--- config.mk ---
export PLATFORM = sky130hd
export DESIGN_NAME = i2c_reg_target
export DESIGN_NICKNAME = d
export VERILOG_FILES = /design/src/rtl/i2c_tgt_pkg.sv /design/src/rtl/i2c_sync_edge.sv /design/src/rtl/i2c_reg_ptr.sv /design/src/rtl/i2c_tgt_fsm.sv /design/src/rtl/i2c_reg_target.sv
export SDC_FILE = /design/constraint.sdc
export NUM_CORES = 1
export LEC_CHECK = 0
export BUFFER_PORTS_ARGS = -buffer_cell sky130_fd_sc_hd__buf_2
export CAP_MARGIN = 20
export CORE_ASPECT_RATIO = 1.5
export CORE_MARGIN = 8
export CORE_UTILIZATION = 50
export CTS_CLUSTER_DIAMETER = 200
export CTS_CLUSTER_SIZE = 20
export DETAILED_ROUTE_END_ITERATION = 16
export GPL_ROUTABILITY_DRIVEN = 0
export GPL_TIMING_DRIVEN = 0
export PLACE_DENSITY_LB_ADDON = 0.2
export REMOVE_ABC_BUFFERS = 1
export SYNTH_ARGS = -nofsm -noshare
export SYNTH_HDL_FRONTEND = slang
export SYNTH_SLANG_ARGS = --single-unit
--- constraint.sdc ---
create_clock -name clk_i -period 2.1 [get_ports clk_i]
set_input_delay 0.21 -clock clk_i [delete_from_list [all_inputs] [get_ports clk_i]]
set_output_delay 0.21 -clock clk_i [all_outputs]
set_load 0.005 [all_outputs]
--- src/rtl/i2c_tgt_pkg.sv ---
package i2c_tgt_pkg;
  localparam int unsigned BYTE_W = 8;
  localparam int unsigned CNT_W  = $clog2(BYTE_W + 1);

  typedef enum logic [3:0] {
    ST_IDLE,
    ST_ADDR,
    ST_ADDR_ACK,
    ST_SUB,
    ST_SUB_ACK,
    ST_WDATA,
    ST_WDATA_ACK,
    ST_RDATA,
    ST_RDATA_ACK,
    ST_IGNORE
  } tgt_state_e;
endpackage

--- src/rtl/i2c_sync_edge.sv ---
module i2c_sync_edge #(
  parameter int unsigned STAGES = 2
) (
  input  logic clk_i,
  input  logic rst_ni,
  input  logic scl_i,
  input  logic sda_i,
  output logic scl_s_o,
  output logic sda_s_o,
  output logic scl_rise_o,
  output logic scl_fall_o,
  output logic start_o,
  output logic stop_o
);
  logic [STAGES-1:0] scl_pipe, sda_pipe;
  logic scl_q, sda_q;

  for (genvar g = 0; g < STAGES; g++) begin : g_stage
    if (g == 0) begin : g_first
      always_ff @(posedge clk_i or negedge rst_ni) begin
        if (!rst_ni) begin
          scl_pipe[g] <= 1'b1;
          sda_pipe[g] <= 1'b1;
        end else begin
          scl_pipe[g] <= scl_i;
          sda_pipe[g] <= sda_i;
        end
      end
    end else begin : g_next
      always_ff @(posedge clk_i or negedge rst_ni) begin
        if (!rst_ni) begin
          scl_pipe[g] <= 1'b1;
          sda_pipe[g] <= 1'b1;
        end else begin
          scl_pipe[g] <= scl_pipe[g-1];
          sda_pipe[g] <= sda_pipe[g-1];
        end
      end
    end
  end

  assign scl_s_o = scl_pipe[STAGES-1];
  assign sda_s_o = sda_pipe[STAGES-1];

  always_ff @(posedge clk_i or negedge rst_ni) begin
    if (!rst_ni) begin
      scl_q <= 1'b1;
      sda_q <= 1'b1;
    end else begin
      scl_q <= scl_s_o;
      sda_q <= sda_s_o;
    end
  end

  assign scl_rise_o = scl_s_o & ~scl_q;
  assign scl_fall_o = ~scl_s_o & scl_q;
  // SDA edge with SCL steady high
  assign start_o    = scl_s_o & scl_q & sda_q & ~sda_s_o;
  assign stop_o     = scl_s_o & scl_q & ~sda_q & sda_s_o;
endmodule

--- src/rtl/i2c_reg_ptr.sv ---
module i2c_reg_ptr #(
  parameter int unsigned AW = 7
) (
  input  logic          clk_i,
  input  logic          rst_ni,
  input  logic          load_i,
  input  logic [AW-1:0] load_val_i,
  input  logic          ainc_i,
  input  logic          step_i,
  output logic [AW-1:0] ptr_o,
  output logic          ainc_o
);
  always_ff @(posedge clk_i or negedge rst_ni) begin
    if (!rst_ni) begin
      ptr_o  <= '0;
      ainc_o <= 1'b0;
    end else if (load_i) begin
      ptr_o  <= load_val_i;
      ainc_o <= ainc_i;
    end else if (step_i && ainc_o) begin
      ptr_o  <= ptr_o + 1'b1;
    end
  end
endmodule

--- src/rtl/i2c_tgt_fsm.sv ---
module i2c_tgt_fsm
  import i2c_tgt_pkg::*;
#(
  parameter int unsigned AW          = 7,
  parameter logic [4:0]  DEV_ADDR_HI = 5'b00111,
  parameter logic [1:0]  ADDR_SEL_HI = 2'b01,
  parameter logic [1:0]  ADDR_SEL_LO = 2'b10
) (
  input  logic              clk_i,
  input  logic              rst_ni,
  input  logic              sda_s_i,
  input  logic              scl_rise_i,
  input  logic              scl_fall_i,
  input  logic              start_i,
  input  logic              stop_i,
  input  logic              strap_i,
  input  logic [BYTE_W-1:0] rdata_i,
  output logic              sda_oe_o,
  output logic              we_o,
  output logic [BYTE_W-1:0] wdata_o,
  output logic              ptr_load_o,
  output logic [AW-1:0]     ptr_val_o,
  output logic              ptr_ainc_o,
  output logic              ptr_step_o,
  output tgt_state_e        state_o,
  output logic [CNT_W-1:0]  bit_cnt_o
);
  localparam logic [6:0]       ADDR_HI  = {DEV_ADDR_HI, ADDR_SEL_HI};
  localparam logic [6:0]       ADDR_LO  = {DEV_ADDR_HI, ADDR_SEL_LO};
  localparam logic [CNT_W-1:0] CNT_FULL = CNT_W'(BYTE_W);

  tgt_state_e        state;
  logic [CNT_W-1:0]  cnt;
  logic [BYTE_W-1:0] shift;
  logic              rnw;
  logic              host_ack;
  logic [6:0]        dev_addr;
  logic              byte_done;

  assign dev_addr  = strap_i ? ADDR_HI : ADDR_LO;
  assign byte_done = scl_fall_i && (cnt == CNT_FULL);

  always_ff @(posedge clk_i or negedge rst_ni) begin
    if (!rst_ni) begin
      state      <= ST_IDLE;
      cnt        <= '0;
      shift      <= '0;
      rnw        <= 1'b0;
      host_ack   <= 1'b0;
      sda_oe_o   <= 1'b0;
      we_o       <= 1'b0;
      wdata_o    <= '0;
      ptr_load_o <= 1'b0;
      ptr_step_o <= 1'b0;
    end else begin
      we_o       <= 1'b0;
      ptr_load_o <= 1'b0;
      ptr_step_o <= 1'b0;
      if (start_i) begin
        state    <= ST_ADDR;
        cnt      <= '0;
        sda_oe_o <= 1'b0;
      end else if (stop_i) begin
        state    <= ST_IDLE;
        cnt      <= '0;
        sda_oe_o <= 1'b0;
      end else begin
        unique case (state)
          ST_IDLE, ST_IGNORE: ;
          ST_ADDR, ST_SUB, ST_WDATA: begin
            if (scl_rise_i && cnt != CNT_FULL) begin
              shift <= {shift[BYTE_W-2:0], sda_s_i};
              cnt   <= cnt + 1'b1;
            end else if (byte_done) begin
              cnt <= '0;
              if (state == ST_ADDR) begin
                if (shift[7:1] == dev_addr) begin
                  rnw      <= shift[0];
                  sda_oe_o <= 1'b1;
                  state    <= ST_ADDR_ACK;
                end else begin
                  state <= ST_IGNORE;
                end
              end else if (state == ST_SUB) begin
                ptr_load_o <= 1'b1;
                sda_oe_o   <= 1'b1;
                state      <= ST_SUB_ACK;
              end else begin
                we_o     <= 1'b1;
                wdata_o  <= shift;
                sda_oe_o <= 1'b1;
                state    <= ST_WDATA_ACK;
              end
            end
          end
          ST_ADDR_ACK: begin
            if (scl_fall_i) begin
              if (rnw) begin
                shift    <= rdata_i;
                sda_oe_o <= ~rdata_i[BYTE_W-1];
                state    <= ST_RDATA;
              end else begin
                sda_oe_o <= 1'b0;
                state    <= ST_SUB;
              end
            end
          end
          ST_SUB_ACK: begin
            if (scl_fall_i) begin
              sda_oe_o <= 1'b0;
              state    <= ST_WDATA;
            end
          end
          ST_WDATA_ACK: begin
            if (scl_fall_i) begin
              sda_oe_o   <= 1'b0;
              ptr_step_o <= 1'b1;
              state      <= ST_WDATA;
            end
          end
          ST_RDATA: begin
            if (scl_rise_i && cnt != CNT_FULL) begin
              cnt <= cnt + 1'b1;
            end else if (byte_done) begin
              cnt        <= '0;
              sda_oe_o   <= 1'b0;
              ptr_step_o <= 1'b1;
              state      <= ST_RDATA_ACK;
            end else if (scl_fall_i && cnt != '0) begin
              shift    <= {shift[BYTE_W-2:0], 1'b0};
              sda_oe_o <= ~shift[BYTE_W-2];
            end
          end
          ST_RDATA_ACK: begin
            if (scl_rise_i) begin
              host_ack <= ~sda_s_i;
            end else if (scl_fall_i) begin
              if (host_ack) begin
                shift    <= rdata_i;
                sda_oe_o <= ~rdata_i[BYTE_W-1];
                state    <= ST_RDATA;
              end else begin
                state <= ST_IGNORE;
              end
            end
          end
          default: state <= ST_IDLE;
        endcase
      end
    end
  end

  assign ptr_val_o  = shift[AW-1:0];
  assign ptr_ainc_o = shift[BYTE_W-1];
  assign state_o    = state;
  assign bit_cnt_o  = cnt;
endmodule

--- src/rtl/i2c_reg_target.sv ---
module i2c_reg_target
  import i2c_tgt_pkg::*;
#(
  parameter int unsigned SYNC_STAGES = 2,
  parameter int unsigned REG_AW      = 7,
  parameter logic [4:0]  DEV_ADDR_HI = 5'b00111,
  parameter logic [1:0]  ADDR_SEL_HI = 2'b01,
  parameter logic [1:0]  ADDR_SEL_LO = 2'b10
) (
  input  logic              clk_i,
  input  logic              rst_ni,
  input  logic              scl_i,
  input  logic              sda_i,
  input  logic              strap_i,
  output logic              sda_oe_o,
  output logic [REG_AW-1:0] reg_addr_o,
  output logic [BYTE_W-1:0] reg_wdata_o,
  output logic              reg_we_o,
  input  logic [BYTE_W-1:0] reg_rdata_i
);
  logic              scl_s, sda_s, scl_rise, scl_fall, start_det, stop_det;
  logic              ptr_load, ptr_ainc, ptr_step, ainc_q;
  logic [REG_AW-1:0] ptr_val, ptr;
  tgt_state_e        state;
  logic [CNT_W-1:0]  bit_cnt;

  i2c_sync_edge #(.STAGES(SYNC_STAGES)) u_sync (
    .clk_i      (clk_i),
    .rst_ni     (rst_ni),
    .scl_i      (scl_i),
    .sda_i      (sda_i),
    .scl_s_o    (scl_s),
    .sda_s_o    (sda_s),
    .scl_rise_o (scl_rise),
    .scl_fall_o (scl_fall),
    .start_o    (start_det),
    .stop_o     (stop_det)
  );

  i2c_tgt_fsm #(
    .AW          (REG_AW),
    .DEV_ADDR_HI (DEV_ADDR_HI),
    .ADDR_SEL_HI (ADDR_SEL_HI),
    .ADDR_SEL_LO (ADDR_SEL_LO)
  ) u_fsm (
    .clk_i      (clk_i),
    .rst_ni     (rst_ni),
    .sda_s_i    (sda_s),
    .scl_rise_i (scl_rise),
    .scl_fall_i (scl_fall),
    .start_i    (start_det),
    .stop_i     (stop_det),
    .strap_i    (strap_i),
    .rdata_i    (reg_rdata_i),
    .sda_oe_o   (sda_oe_o),
    .we_o       (reg_we_o),
    .wdata_o    (reg_wdata_o),
    .ptr_load_o (ptr_load),
    .ptr_val_o  (ptr_val),
    .ptr_ainc_o (ptr_ainc),
    .ptr_step_o (ptr_step),
    .state_o    (state),
    .bit_cnt_o  (bit_cnt)
  );

  i2c_reg_ptr #(.AW(REG_AW)) u_ptr (
    .clk_i      (clk_i),
    .rst_ni     (rst_ni),
    .load_i     (ptr_load),
    .load_val_i (ptr_val),
    .ainc_i     (ptr_ainc),
    .step_i     (ptr_step),
    .ptr_o      (ptr),
    .ainc_o     (ainc_q)
  );

  assign reg_addr_o = ptr;
endmodule

# Yosys cells after proc, flatten, opt, wreduce, memory -nomap -nowiden
# Index checks and enable logic that the tools add are counted.
[totals] ff_bits=44 in_bits=13 output_inout_bits=17
[op_classes] add_sub_neg=2 eq_ne=33 n_mux=70 bitwise_logic=18 reduce_logical=22
[ops] cell="$mux 4" n=18
[ops] cell="$mux 8" n=9
[ops] cell="$mux 1" n=34
[ops] cell="$pmux 8 s4" n=1
[ops] cell="$pmux 4 s6" n=1
[ops] cell="$ne 4x3->1 const B" n=5
[ops] cell="$eq 4x3->1 const B" n=4
[ops] cell="$ne 4x4->1 const B" n=4
[ops] cell="$mux 7" n=2
[ops] cell="$reduce_and 7->1" n=2
[ops] cell="$eq 4x4->1 const B" n=3
[ops] cell="$ne 2x1->1 const B" n=6
[ops] cell="$reduce_and 12->1" n=1
[ops] cell="$reduce_bool 4->1" n=3
[ops] cell="$not 1->1" n=11
[ops] cell="$reduce_and 11->1" n=1
[ops] cell="$reduce_and 9->1" n=1
[ops] cell="$eq 4x2->1 const B" n=2
[ops] cell="$add 7x1->7 const B" n=1
[ops] cell="$and 1x1->1" n=7
[ops] cell="$eq 7x7->1" n=1
[ops] cell="$reduce_bool 7->1" n=1
[ops] cell="$ne 2x2->1 const B" n=3
[ops] cell="$ne 5x3->1 const B" n=1
[ops] cell="18 further kinds" n=23

# Logic depth before layout (Yosys ltp)
# Gate-level depths: netlist (run 1).
[logic_depth] word_depth=9 depth_mapped=8 ltp_nobuf=7

# Hierarchy
# From an unflattened synthesis (run 1), not the netlist that was laid out.
[unflattened] cells_unflattened=242 hier_area_um2=2471.1
[by_module_without_submodules] mod="i2c_tgt_fsm" instances=1 cells_per_inst=183 area_each_um2=1839.3 seq_area_each_um2=750.7
[by_module_without_submodules] mod="i2c_reg_ptr" instances=1 cells_per_inst=49 area_each_um2=441.7 seq_area_each_um2=200.2
[by_module_without_submodules] mod="i2c_sync_edge" instances=1 cells_per_inst=10 area_each_um2=190.2 seq_area_each_um2=157.7

# Least setup slack after synthesis (run 1)
# OpenSTA, ideal clock, no wires.
[synth_path] path_kind="register to register" from="register u_fsm.cnt[0] (netlist: u_fsm.bit_cnt_o[0])" to="register u_fsm.wdata_o[0]" setup_ns=0.125 arrival_ns=1.828 t_required_ns=1.975 setup_slack_ns=0.147 path_stages_with_launch=8 n_path_buf=1 period_less_slack_ns=1.953 cell_sequence="dfrtp_1 -> inv_1 -> ha_1 -> and3b_2 -> nand2_4 -> or4b_4 -> buf_6 -> mux2_4"
[synth_between] elab_chain_len=4
[synth_lines] element="from (decl)" line="i2c_tgt_fsm.sv:33" text="logic [CNT_W-1:0] cnt;"
[synth_lines] element="from (signal assigned)" line="i2c_tgt_fsm.sv:73" text="cnt <= cnt + 1'b1;"
[synth_lines] element="from (signal assigned)" line="i2c_tgt_fsm.sv:123" text="cnt <= cnt + 1'b1;"
[synth_lines] element="$ne 4x4->1" line="i2c_tgt_fsm.sv:71" text="if (scl_rise_i && cnt != CNT_FULL) begin"
[synth_lines] element="$logic_and 1x1->1" line="i2c_tgt_fsm.sv:71"
[synth_lines] element="$not 1->1 (no source line)"
[synth_lines] element="$reduce_and 7->1 (no source line) *"
[synth_lines] element="to (signal assigned)" line="i2c_tgt_fsm.sv:90" text="wdata_o <= shift;"
[synth_lines] element="to (decl)" line="i2c_tgt_fsm.sv:20" text="output logic [BYTE_W-1:0] wdata_o,"
# Every way passes the cells marked *; elsewhere a longest branch is shown, timed or not.
# A chain may end at the register's enable or synchronous reset.

# Final worst setup path (run 1)
[layout_path] from="register u_fsm.state[2] (netlist: u_fsm.state_o[2])" to="register u_fsm.shift[1]"
[layout_between] elab_chain_len=4
[layout_lines] element="from (decl)" line="i2c_tgt_fsm.sv:32" text="tgt_state_e state;"
[layout_lines] element="from (signal assigned)" line="i2c_tgt_fsm.sv:45" text="state <= ST_IDLE;"
[layout_lines] element="from (signal assigned)" line="i2c_tgt_fsm.sv:60" text="state <= ST_ADDR;"
[layout_lines] element="from (signal assigned)" line="i2c_tgt_fsm.sv:64" text="state <= ST_IDLE;"
[layout_lines] element="$eq 4x3->1, or another cell as far along" line="i2c_tgt_fsm.sv:68" text="unique case (state)"
[layout_lines] element="$reduce_or 3->1" line="i2c_tgt_fsm.sv:68"
[layout_lines] element="$ne 2x1->1 (no source line) or $reduce_bool 4->1 (tied branches)"
[layout_lines] element="$reduce_and 12->1 (no source line)"
[layout_lines] element="to (signal assigned)" line="i2c_tgt_fsm.sv:72" text="shift <= {shift[BYTE_W-2:0], sda_s_i};"
[layout_lines] element="to (signal assigned)" line="i2c_tgt_fsm.sv:99" text="shift <= rdata_i;"
[layout_lines] element="to (signal assigned)" line="i2c_tgt_fsm.sv:130" text="shift <= {shift[BYTE_W-2:0], 1'b0};"
[layout_lines] element="to (decl)" line="i2c_tgt_fsm.sv:34" text="logic [BYTE_W-1:0] shift;"
# Parallel ways exist; a longest one is shown, timed or not.

==> parameters.txt, run 1 <==
Parameter                              Value

Yosys
  Mapped cell area ... 0.002441 sq mm
  Sequential-to-total area share from yosys stat ... 45.41%
  Cell variety after synth ... 52
  Number of instances in the synthesized netlist ... 229
  Number of synthesized register bits ... 44
  Share of synthesized flip-flops with an asynchronous set or reset ... 100.0%
  Avg Inst Size Synth ... 10.66 sq um
  Main flop type after synthesis ... dfrtp_1
  Ys Warns ... 0
  EDFF count, synth ... 0

Die
  Effective utilization at floorplan ... 51.17%
  I/O pins ... 30
  Std-Cell Core Area ... 0.004771 sq mm
  Area enclosed by the die boundary ... 0.007420 sq mm
  Die W ... 73.05 um
  Standard-cell rows ... 31
  Die height ... 101.6 um

Pwr
  Power Density ... 961.3 mW/mm^2
  Clock power share ... 18.6%
  Proportion of power drawn by combinational gates ... 32.9%
  Net switching power of the design ... 0.0009652 W
  Switching portion of total power ... 36.08%
  Internal Pwr Total ... 0.001710 W
  IR Drop Worst-Case VDD ... 0.0004754 V
  Reg power frac ... 48.5%
  Leakage dissipation ... 1.309 nW

Final layout
  Antenna diode instance count ... 0
  Count of fill cells added during filler insertion ... 423
  Final-stage net count ... 277
  Area used by multi-input combinational logic ... 0.001265 sq mm
  Sequential cell area ... 0.001114 sq mm
  Post-Layout Cell Count ... 328
  Final Core Density ... 58.33%
  Fraction of final layout cells with drive strength greater than 1 ... 32.82%
  Synth-to-Final Area Change ... 13.99%

Clock tree
  Root Buffer ... clkbuf_8
  Max H-tree Level ... 2
  Clock tree from TritonCTS ... done
  Worst-path clk slew ... 0.08 ns
  TritonCTS Buffers ... 5
  Maximum root-to-sink buffer count ... 2
  Worst skew pair latency ... 0.29 ns
  Clock sink total ... 44

STA
  Endpoints failing hold ... 0
  Count of final setup violators ... 0
  Actual transition at the worst max-transition pin ... 0.5711 ns
  Timing-limited maximum frequency ... 492.5 MHz
  Normalized max-slew margin ... 61.93%
  Setup Skew ... 0.008294 ns
  Part of the cycle the worst path needs ... 96.69%
  Setup repair after global routing missed its margin ... yes
  Number of slew-limit violations in the final report ... 0
  Minimum period implied by the final worst setup slack ... 2.030 ns

Worst setup path
  Reg2Reg Depth ... 6
  Beginning of the critical path ... u_fsm.state_o[2]
  Crit Reg-Reg Startpoint ... u_fsm.state_o[2]
  Critical Path Start Type ... register
  Critical path capture point type ... register
  Capture point of the worst path ... u_fsm.shift[1]
  R2R setup slack ... 0.07 ns
  Critical setup path kind ... register to register
  CP Max Fanout ... 19
  Reg2Reg Capture Point ... u_fsm.shift[1]
  Worst Path Required ... 2.28 ns
  CP arrival ... 2.21 ns

Place
  Port buffer count ... 29
  Detailed Place HPWL ... 3769 um
  Total instance count after detailed placement ... 312

GRT
  Initial antenna violation count ... 0
  First-pass GRT wire length ... 8549 um
  Vias in the first global route ... 1803
  Total grt overflow ... 0
  Maximum number of pins on one net before global-route repair ... 45
  Tot GR Track Use ... 14.59%

Worst hold path
  Worst min-delay path class ... input pin to register

Detailed routing
  DRC ... 0
  Iteration-0 DRC count of the detailed router ... 151
  Total via count in the routed design ... 1851
  Routed wirelength normalized by instance count ... 15.95 um
  Total wire length ... 5231 um
  Mean number of vias per cell ... 5.643
  Number of nets with antenna violations after routing ... 0
  Drt pass-1 iters ... 4

Flow run
  Count of maximum capacitance violations ... 0

Status
  Result of the run ... finished clean
cell families (layout without fill, tap and decap cells):
family	after synthesis	after routing	share of synthesized area, %
and+or+nand+nor	88	88	21.32
xor gates and xnor gates	9	9	3.229
buffers and inverters	16	49	3.178
adders and majority gates	3	3	1.538
AOI/OAI and AO/OA	41	41	11.28
DFF	44	44	45.41
muxes	28	28	14.04
how the worst min path moves through the flow:
stage,slack [ns],startpoint,cells past startpoint,endpoint
CTS,0.10,rst_ni,1,u_fsm.we_o
global placement,0.31,sda_i,1,u_sync.sda_pipe[0]
detailed placement,0.32,sda_i,1,u_sync.sda_pipe[0]
global route,0.27,reg_rdata_i[4],3,u_fsm.shift[4]
finish,0.28,reg_rdata_i[3],3,u_fsm.shift[3]
floorplan,-0.09,rst_ni,0,u_fsm.bit_cnt_o[0]
Yosys cell counts (2+ instances only):
library cell  count  share of area [%]
nand3_1           6                1.2
buf_2             8                1.6
nand3b_1          2               0.61
nand2_1          26                4.0
nor2b_1           7                1.8
a311oi_1          2               0.72
o22ai_1           4                1.0
a21o_1            2               0.61
mux2i_1           2               0.82
xor2_1            6                2.2
o21ai_0          14                2.9
inv_1             4               0.61
o31ai_1           3               0.92
ha_1              3                1.5
xnor2_1           3                1.1
a21oi_1           4               0.82
nand4b_1          2               0.72
dfrtp_1          38                 39
clkbuf_1          2               0.31
nand2b_1         11                2.8
mux2_4            8                4.9
mux2_2           18                8.3
dfstp_2           6                6.5
and3_1            7                1.8
a221oi_1          3                1.1
a31oi_1           2               0.51
nor2_1            6               0.92
nor3_1            6                1.2
per-stage QoR:
stage	worst slack, ns	cell area (sq um)	hold WS, ns	setup TNS (ns)	power, W
2_1_floorplan	0.1709	2379	-0.08559	0	0.001875
3_3_place_gp	-0.1637	2606	0.3145	-1.338	0.002109
3_5_place_dp	-0.1922	2606	0.3161	-1.494	0.002139
4_1_cts	0.01822	2726	0.1018	0	0.002680
5_1_grt	-0.02806	2783	0.2696	-0.1288	0.002856
6_report	0.06953	2783	0.2759	0	0.002675
state kept, by name, indices dropped and copies added, names as in the netlist:
| register | count |
|---|---|
| u_fsm.bit_cnt_o | 4 |
| u_fsm.host_ack | 1 |
| u_fsm.ptr_load_o | 1 |
| u_fsm.ptr_step_o | 1 |
| u_fsm.rnw | 1 |
| u_fsm.sda_oe_o | 1 |
| u_fsm.shift | 8 |
| u_fsm.state_o | 4 |
| u_fsm.wdata_o | 8 |
| u_fsm.we_o | 1 |
| u_ptr.ainc_o | 1 |
| u_ptr.ptr_o | 7 |
| u_sync.scl_pipe | 1 |
| u_sync.scl_q | 1 |
| u_sync.scl_s_o | 1 |
| u_sync.sda_pipe | 1 |
| u_sync.sda_q | 1 |
| u_sync.sda_s_o | 1 |
area by class of cell:
class / instances / share of cell area, %
Multi-Input combinational cell: 169 / 45.46
Sequential cell: 44 / 40.02
Timing Repair Buffer: 37 / 8.094
Tap cell: 66 / 2.968
Clock buffer: 7 / 2.743
Inverter: 4 / 0.5396
Clock inverter: 1 / 0.1799
cell usage in the layout (no fill, tap or decap), drive strengths merged, types with 4 or more instances in the layout:
| cell type | instances |
|---|---|
| xor2 | 6 |
| mux2 | 26 |
| dfstp | 6 |
| o22ai | 4 |
| nor3 | 6 |
| nand3 | 6 |
| nor2b | 7 |
| and3 | 7 |
| dfrtp | 38 |
| o21ai | 14 |
| buf | 34 |
| a21oi | 4 |
| inv | 4 |
| nand2 | 27 |
| nand2b | 11 |
| nor2 | 6 |
| clkbuf | 7 |
power groups by stage:
stage | Clock [W] | Combinational [W] | Sequential (W)
floorplan | 0 | 0.000679 | 0.00120
global placement | 0 | 0.000810 | 0.00130
detailed placement | 0 | 0.000834 | 0.00130
CTS | 0.000522 | 0.000866 | 0.00129
global route | 0.000558 | 0.000967 | 0.00133
finish | 0.000498 | 0.000881 | 0.00130
worst max-delay path, stage by stage, from the launching register on:
cell	delay, ns
dfrtp_1	0.59
nor2_1	0.32
and3_1	0.28
nand2b_1	0.12
o2111ai_2	0.10
buf_4	0.18
mux2_2	0.32
layer usage:
metal  track usage (%)  routed length, um  vias to the layer above
met5                 0                  0                        -
met4             6.037                 88                        0
met3             3.271                280                        8
met2             26.40               2781                       52
met1             15.70               2081                      904
li1                  -                  -                      887
timing repair:
item | 4_1_cts | 5_1_grt
resized for setup | 3 | 3
hold buffers | 2 | 1
setup buffers | 2 | 2
endpoints found under the hold margin | 2 | 11
setup endpoints to repair | 9 | 19
pin swaps | 1 | 2
Power figures use the tool's default switching activity.
==> inputs of run 2 (changes only) <==
--- a/config.mk
+++ b/config.mk
@@ -15,7 +15,7 @@
 export DETAILED_ROUTE_END_ITERATION = 16
 export GPL_ROUTABILITY_DRIVEN = 0
 export GPL_TIMING_DRIVEN = 0
-export PLACE_DENSITY_LB_ADDON = 0.2
+export PLACE_DENSITY = 0.72
 export REMOVE_ABC_BUFFERS = 1
 export SYNTH_ARGS = -nofsm -noshare
 export SYNTH_HDL_FRONTEND = slang
==> parameters.txt, run 2 (synthesized netlist as in run 1, its figures left out) <==
Parameter                              Value

GRT
  Total grt overflow ... 0 (unchanged)
  Met3 Track Usage GR ... 3.766% (+0.50 points)
  Vias in the first global route ... 1853 (+2.8%)
  Initial antenna violation count ... 0 (unchanged)
  GRT busiest layer ... met2
  Routing usage on met1 ... 16.30% (+0.60 points)
  Tot GR Track Use ... 15.00% (+0.41 points)
  First-pass GRT wire length ... 8707 um (+1.8%)
  Global-route met2 utilization ... 26.61% (+0.21 points)
  Maximum number of pins on one net before global-route repair ... 45 (unchanged)

Pwr
  Final Power ... 0.002739 W (+2.4%)
  IR Drop Worst-Case VDD ... 0.0004334 V (-8.8%)
  Leakage dissipation ... 1.312 nW (+0.24%)
  Power Density ... 976.8 mW/mm^2 (+1.6%)

Die
  Standard-cell rows ... 31 (unchanged)
  Std-Cell Core Area ... 0.004771 sq mm (unchanged)
  Area enclosed by the die boundary ... 0.007420 sq mm (unchanged)
  I/O pins ... 30 (unchanged)
  Die height ... 101.6 um (unchanged)
  Effective utilization at floorplan ... 51.17% (unchanged)
  Die W ... 73.05 um (unchanged)

Status
  Result of the run ... finished clean

Place
  Total instance count after detailed placement ... 312 (unchanged)
  Port buffer count ... 29 (unchanged)
  Cell area after placement ... 0.002606 sq mm (unchanged)
  Detailed Place HPWL ... 3683 um (-2.3%)

STA
  Minimum period implied by the final worst setup slack ... 2.035 ns (+0.004272 ns)
  Actual transition at the worst max-transition pin ... 0.4876 ns (-0.08354 ns)
  Normalized max-slew margin ... 66.65% (+4.7 points)
  Part of the cycle the worst path needs ... 96.89% (+0.20 points)
  Count of final setup violators ... 0 (unchanged)
  Setup Skew ... 0.005452 ns (-0.002842 ns)
  Endpoints failing hold ... 0 (unchanged)
  Tightest hold margin ... 0.2719 ns (-0.004029 ns)
  Timing-limited maximum frequency ... 491.5 MHz (-0.21%)
  Number of slew-limit violations in the final report ... 0 (unchanged)

Detailed routing
  Iteration-0 DRC count of the detailed router ... 100 (-34%)
  Drt pass-1 iters ... 4 (unchanged)
  DRC ... 0 (unchanged)
  Routed wirelength normalized by instance count ... 15.96 um (about the same)
  Total via count in the routed design ... 1841 (-0.54%)
  Mean number of vias per cell ... 5.630 (-0.24%)
  Number of nets with antenna violations after routing ... 0 (unchanged)
  Total wire length ... 5220 um (-0.21%)

Clock tree
  Clock tree from TritonCTS ... done
  Maximum root-to-sink buffer count ... 2 (unchanged)
  Root Buffer ... clkbuf_8
  Clock sink total ... 44 (unchanged)
  Worst-path clk slew ... 0.08 ns (about the same)
  Worst skew pair latency ... 0.30 ns (about the same)
  Max H-tree Level ... 2 (unchanged)
  TritonCTS Buffers ... 5 (unchanged)

Final layout
  Post-route cell area ... 0.002804 sq mm (+0.76%)
  Final Core Density ... 58.77% (+0.45 points)
  Most used cells in the layout excluding fill and tap cells ... 33 x dfrtp_1, 29 x buf_2, 26 x nand2_1
  Fraction of final layout cells with drive strength greater than 1 ... 33.72% (+0.89 points)
  Most common library cell in the layout ignoring fill and taps ... dfrtp_1
  Count of fill cells added during filler insertion ... 422 (-0.24%)
  Final-stage net count ... 276 (-0.36%)
  Post-Layout Cell Count ... 327 (-0.30%)
  Synth-to-Final Area Change ... 14.86%
  Largest registers ... u_fsm.shift (8), u_fsm.wdata_o (8), u_ptr.ptr_o (7)
  Antenna diode instance count ... 0 (unchanged)

Flow run
  Count of maximum capacitance violations ... 0 (unchanged)

Worst setup path
  Critical setup path kind ... register to register
  Critical path capture point type ... register
  CP Max Fanout ... 9 (-10)
  CP arrival ... 2.22 ns (about the same)
  Critical path, cell by cell ... inv_1 -> ha_1 -> and3b_2 -> nand2_4 -> or4b_4 -> mux2_4
  Longest individual stage delay on the worst path ... 0.60 ns (about the same)
  Worst Path Required ... 2.28 ns (about the same)
  Critical Path Start Type ... register
  Cell type of the slowest stage on the worst timing path ... or4b_4

Worst hold path
  Worst min-delay path class ... input pin to register
run 2: per-layer routing:
layer | share of wire, % | routed length [um]
met2 | 53 | 2743
met5 | 0 | 0
met4 | 2.0 | 104
met1 | 40 | 2092
met3 | 5.4 | 280
run 2: metrics by stage:
step / TNS (ns) / worst slack, ns
5_1_grt: -0.003352 / -0.003352
3_5_place_dp: -1.247 / -0.1566
3_3_place_gp: -1.305 / -0.1616
4_1_cts: 0 / 0.001203
6_report: 0 / 0.06526
2_1_floorplan: 0 / 0.1709
run 2: final timing paths:
path,slack (ns),end,cells past startpoint,from
setup / recovery,0.07,u_fsm.wdata_o[0],6,u_fsm.bit_cnt_o[0]
hold / removal,0.27,u_fsm.shift[2],3,reg_rdata_i[2]
setup reg to reg,0.07,u_fsm.wdata_o[0],6,u_fsm.bit_cnt_o[0]
hold reg to reg,0.36,u_sync.sda_s_o,0,u_sync.sda_pipe[0]
max in group asynchronous,1.20,u_sync.scl_q,3,rst_ni
min in group asynchronous,0.36,u_fsm.we_o,2,rst_ni
run 2: cell type report:
cell class / instances / area, sq um / area share (%)
clock inverter: 1 / 7.507 / 0.2677
timing repair buffer: 36 / 230.2 / 8.211
tap: 66 / 82.58 / 2.945
multi-input combinational: 169 / 1267 / 45.20
sequential: 44 / 1115 / 39.76
clock buffer: 7 / 86.33 / 3.079
inverter: 4 / 15.01 / 0.5355
run 2: what timing repair did:
action | 4_1_cts | 5_1_grt
hold endpoints to repair | 2 | 12
gates resized for setup | 3 | 5
endpoints found under the setup margin | 9 | 17
pin swaps | 1 | 1
hold buffers | 2 | 1
setup buffers | 1 | 2
run 2: power by group:
| part | internal (W) | leakage, nW | switching (W) |
|---|---|---|---|
| registers | 0.00100 | 0.566 | 0.000301 |
| logic | 0.000483 | 0.702 | 0.000397 |
| clock network | 0.000268 | 0.0445 | 0.000289 |
| total | 0.00175 | 1.31 | 0.000987 |
run 2: worst max-delay path: cells and delay by family (launching register included):
family                     cells  cell delay, ns
and+or+nand+nor                3            0.90
DFF                            1            0.42
muxes                          1            0.33
adders and majority gates      1            0.19
buffers and inverters          1            0.08
==> inputs of run 3 (changes only) <==
--- a/config.mk
+++ b/config.mk
@@ -17,6 +17,7 @@
 export GPL_TIMING_DRIVEN = 0
 export PLACE_DENSITY = 0.72
 export REMOVE_ABC_BUFFERS = 1
+export SETUP_SLACK_MARGIN = 0.2
 export SYNTH_ARGS = -nofsm -noshare
 export SYNTH_HDL_FRONTEND = slang
 export SYNTH_SLANG_ARGS = --single-unit
==> parameters.txt, run 3 (synthesized netlist as in run 1, its figures left out) <==
Parameter                              Value

Pwr
  Power Density ... 993.1 mW/mm^2 (+1.7%)
  Final Power ... 0.003021 W (+10%)
  Leakage dissipation ... 1.435 nW (+9.4%)
  IR Drop Worst-Case VDD ... 0.0004226 V (-2.5%)

Die
  I/O pins ... 30 (unchanged)
  Effective utilization at floorplan ... 51.17% (unchanged)
  Area enclosed by the die boundary ... 0.007420 sq mm (unchanged)
  Standard-cell rows ... 31 (unchanged)
  Die height ... 101.6 um (unchanged)
  Die W ... 73.05 um (unchanged)
  Std-Cell Core Area ... 0.004771 sq mm (unchanged)

Worst setup path
  Critical Path Start Type ... register
  R2R setup slack ... 0.15 ns (+0.09 ns)
  Critical setup path kind ... register to register
  Path length in cells of the critical path ... 6 (unchanged)
  CP Max Fanout ... 5 (-4)
  Reg2Reg Depth ... 6 (unchanged)
  Worst Path Required ... 2.29 ns (about the same)
  Critical path, cell by cell ... inv_1 -> ha_2 -> and3b_2 -> nand2_4 -> or4b_4 -> mux2_4
  Cell type of the slowest stage on the worst timing path ... or4b_4
  Top delay family on crit path ... simple AND/OR/NAND/NOR gates
  Critical path capture point type ... register
  Longest individual stage delay on the worst path ... 0.57 ns (-0.03 ns)
  CP Buf/Inv Count ... 1 (unchanged)
  CP arrival ... 2.14 ns (-0.08 ns)

STA
  Total negative slack for setup checks ... 0 ns (unchanged)
  Setup repair after global routing missed its margin ... yes
  Count of final setup violators ... 0 (unchanged)
  Post-route setup slack ... 0.1512 ns (+0.08598 ns)
  Part of the cycle the worst path needs ... 92.80% (-4.1 points)
  Normalized max-slew margin ... 63.93% (-2.7 points)
  Setup Skew ... 0.006109 ns (+0.0006571 ns)
  Minimum period implied by the final worst setup slack ... 1.949 ns (-0.08598 ns)
  Timing-limited maximum frequency ... 513.1 MHz (+4.4%)
  Endpoints failing hold ... 0 (unchanged)
  Number of slew-limit violations in the final report ... 0 (unchanged)
  Actual transition at the worst max-transition pin ... 0.5274 ns (+0.03986 ns)

Clock tree
  TritonCTS Buffers ... 5 (unchanged)
  Clock tree from TritonCTS ... done
  Root Buffer ... clkbuf_8
  Worst skew pair latency ... 0.30 ns (about the same)
  Clock sink total ... 44 (unchanged)
  Worst-path clk slew ... 0.09 ns (about the same)
  Max H-tree Level ... 2 (unchanged)
  Maximum root-to-sink buffer count ... 2 (unchanged)

Place
  Total instance count after detailed placement ... 312 (unchanged)
  Detailed Place HPWL ... 3683 um (unchanged)
  Port buffer count ... 29 (unchanged)
  Dpl ws ... -0.1566 ns (unchanged)

Status
  Result of the run ... finished clean

Final layout
  Largest registers ... u_fsm.shift (8), u_fsm.wdata_o (8), u_ptr.ptr_o (7)
  Fraction of final layout cells with drive strength greater than 1 ... 42.70% (+9.0 points)
  Post-Layout Cell Count ... 347 (+6.1%)
  Most common library cell in the layout ignoring fill and taps ... dfrtp_1
  Synth-to-Final Area Change ... 24.60%
  Final-stage net count ... 296 (+7.2%)
  Final Core Density ... 63.76% (+5.0 points)
  Count of fill cells added during filler insertion ... 390 (-7.6%)
  Most used cells in the layout excluding fill and tap cells ... 32 x dfrtp_1, 30 x buf_2, 26 x nand2_1
  Antenna diode instance count ... 0 (unchanged)

GRT
  Vias in the first global route ... 2037 (+9.9%)
  Initial antenna violation count ... 0 (unchanged)
  Total grt overflow ... 0 (unchanged)
  Maximum number of pins on one net before global-route repair ... 45 (unchanged)
  Tot GR Track Use ... 16.73% (+1.7 points)
  First-pass GRT wire length ... 9632 um (+11%)

Detailed routing
  Total via count in the routed design ... 1997 (+8.5%)
  Routed wirelength normalized by instance count ... 17.37 um (+8.8%)
  Mean number of vias per cell ... 5.755 (+2.2%)
  Iteration-0 DRC count of the detailed router ... 151 (+51%)
  DRC ... 0 (unchanged)
  Total wire length ... 6026 um (+15%)
  Number of nets with antenna violations after routing ... 0 (unchanged)
  Drt pass-1 iters ... 4 (unchanged)

Worst hold path
  Worst Hold Path Cells ... 3 (unchanged)
  Worst min-delay path class ... input pin to register

Flow run
  Count of maximum capacitance violations ... 0 (unchanged)
## run 3: cell types whose count changed in the layout (fill, tap and decap cells not counted), sizes merged
cell,change
or4b,+1
buf,+19
## run 3: what timing repair did
action,4_1_cts,5_1_grt
hold endpoints to repair,2,15
buffers inserted,16,6
gates resized for setup,17,12
endpoints found under the setup margin,21,24
hold buffers,2,1
pin swaps,7,3
gates cloned,1,0
## run 3: path summary, 6_finish.rpt
| path | from | endpoint |
|---|---|---|
| worst max register to register | u_fsm.bit_cnt_o[0] | u_fsm.wdata_o[7] |
| min in group asynchronous | rst_ni | u_fsm.wdata_o[5] |
| max in group asynchronous | rst_ni | u_sync.scl_q |
| worst max-delay path | u_fsm.bit_cnt_o[0] | u_fsm.wdata_o[7] |
| worst min-delay path | reg_rdata_i[2] | u_fsm.shift[2] |
| worst min register to register | u_sync.sda_pipe[0] | u_sync.sda_s_o |
## run 3: per-layer routing
metal	global-route usage, %	vias up	part of all wire, %
li1	-	930	-
met1	17.56	977	38
met2	30.34	72	53
met3	3.964	18	5.7
met4	7.585	0	3.0
met5	0	-	0
## run 3: power breakdown
| part | leakage [nW] | switching [W] | internal (W) | total, W |
|---|---|---|---|---|
| registers | 0.564 | 0.000233 | 0.00101 | 0.00124 |
| clock network | 0.0445 | 0.000298 | 0.000268 | 0.000566 |
| logic | 0.827 | 0.000582 | 0.000632 | 0.00121 |
## run 3: tightest hold or removal path, delay by kind of cell
| kind | cells | cell delay (ns) |
|---|---|---|
| multiplexers | 2 | 0.25 |
| buffers and inverters | 1 | 0.07 |
## run 3: area by class of cell
| class | count | area, sq um | area share, % |
|---|---|---|---|
| flip-flops and latches | 44 | 1119 | 36.77 |
| inverters | 4 | 15.01 | 0.4936 |
| repair buffers | 55 | 386.6 | 12.71 |
| clock inverters | 1 | 7.507 | 0.2468 |
| clock buffers | 7 | 86.33 | 2.838 |
| well taps | 66 | 82.58 | 2.715 |
| multi-input cells | 170 | 1345 | 44.22 |
## run 3: stage by stage
| stage | area, sq um | hold slack (ns) |
|---|---|---|
| after global routing | 3042 | 0.2643 |
| after floorplan | 2379 | -0.08559 |
| after CTS | 2925 | 0.1007 |
| final | 3042 | 0.2681 |
| after global placement | 2606 | 0.3152 |
| after detailed placement | 2606 | 0.3163 |
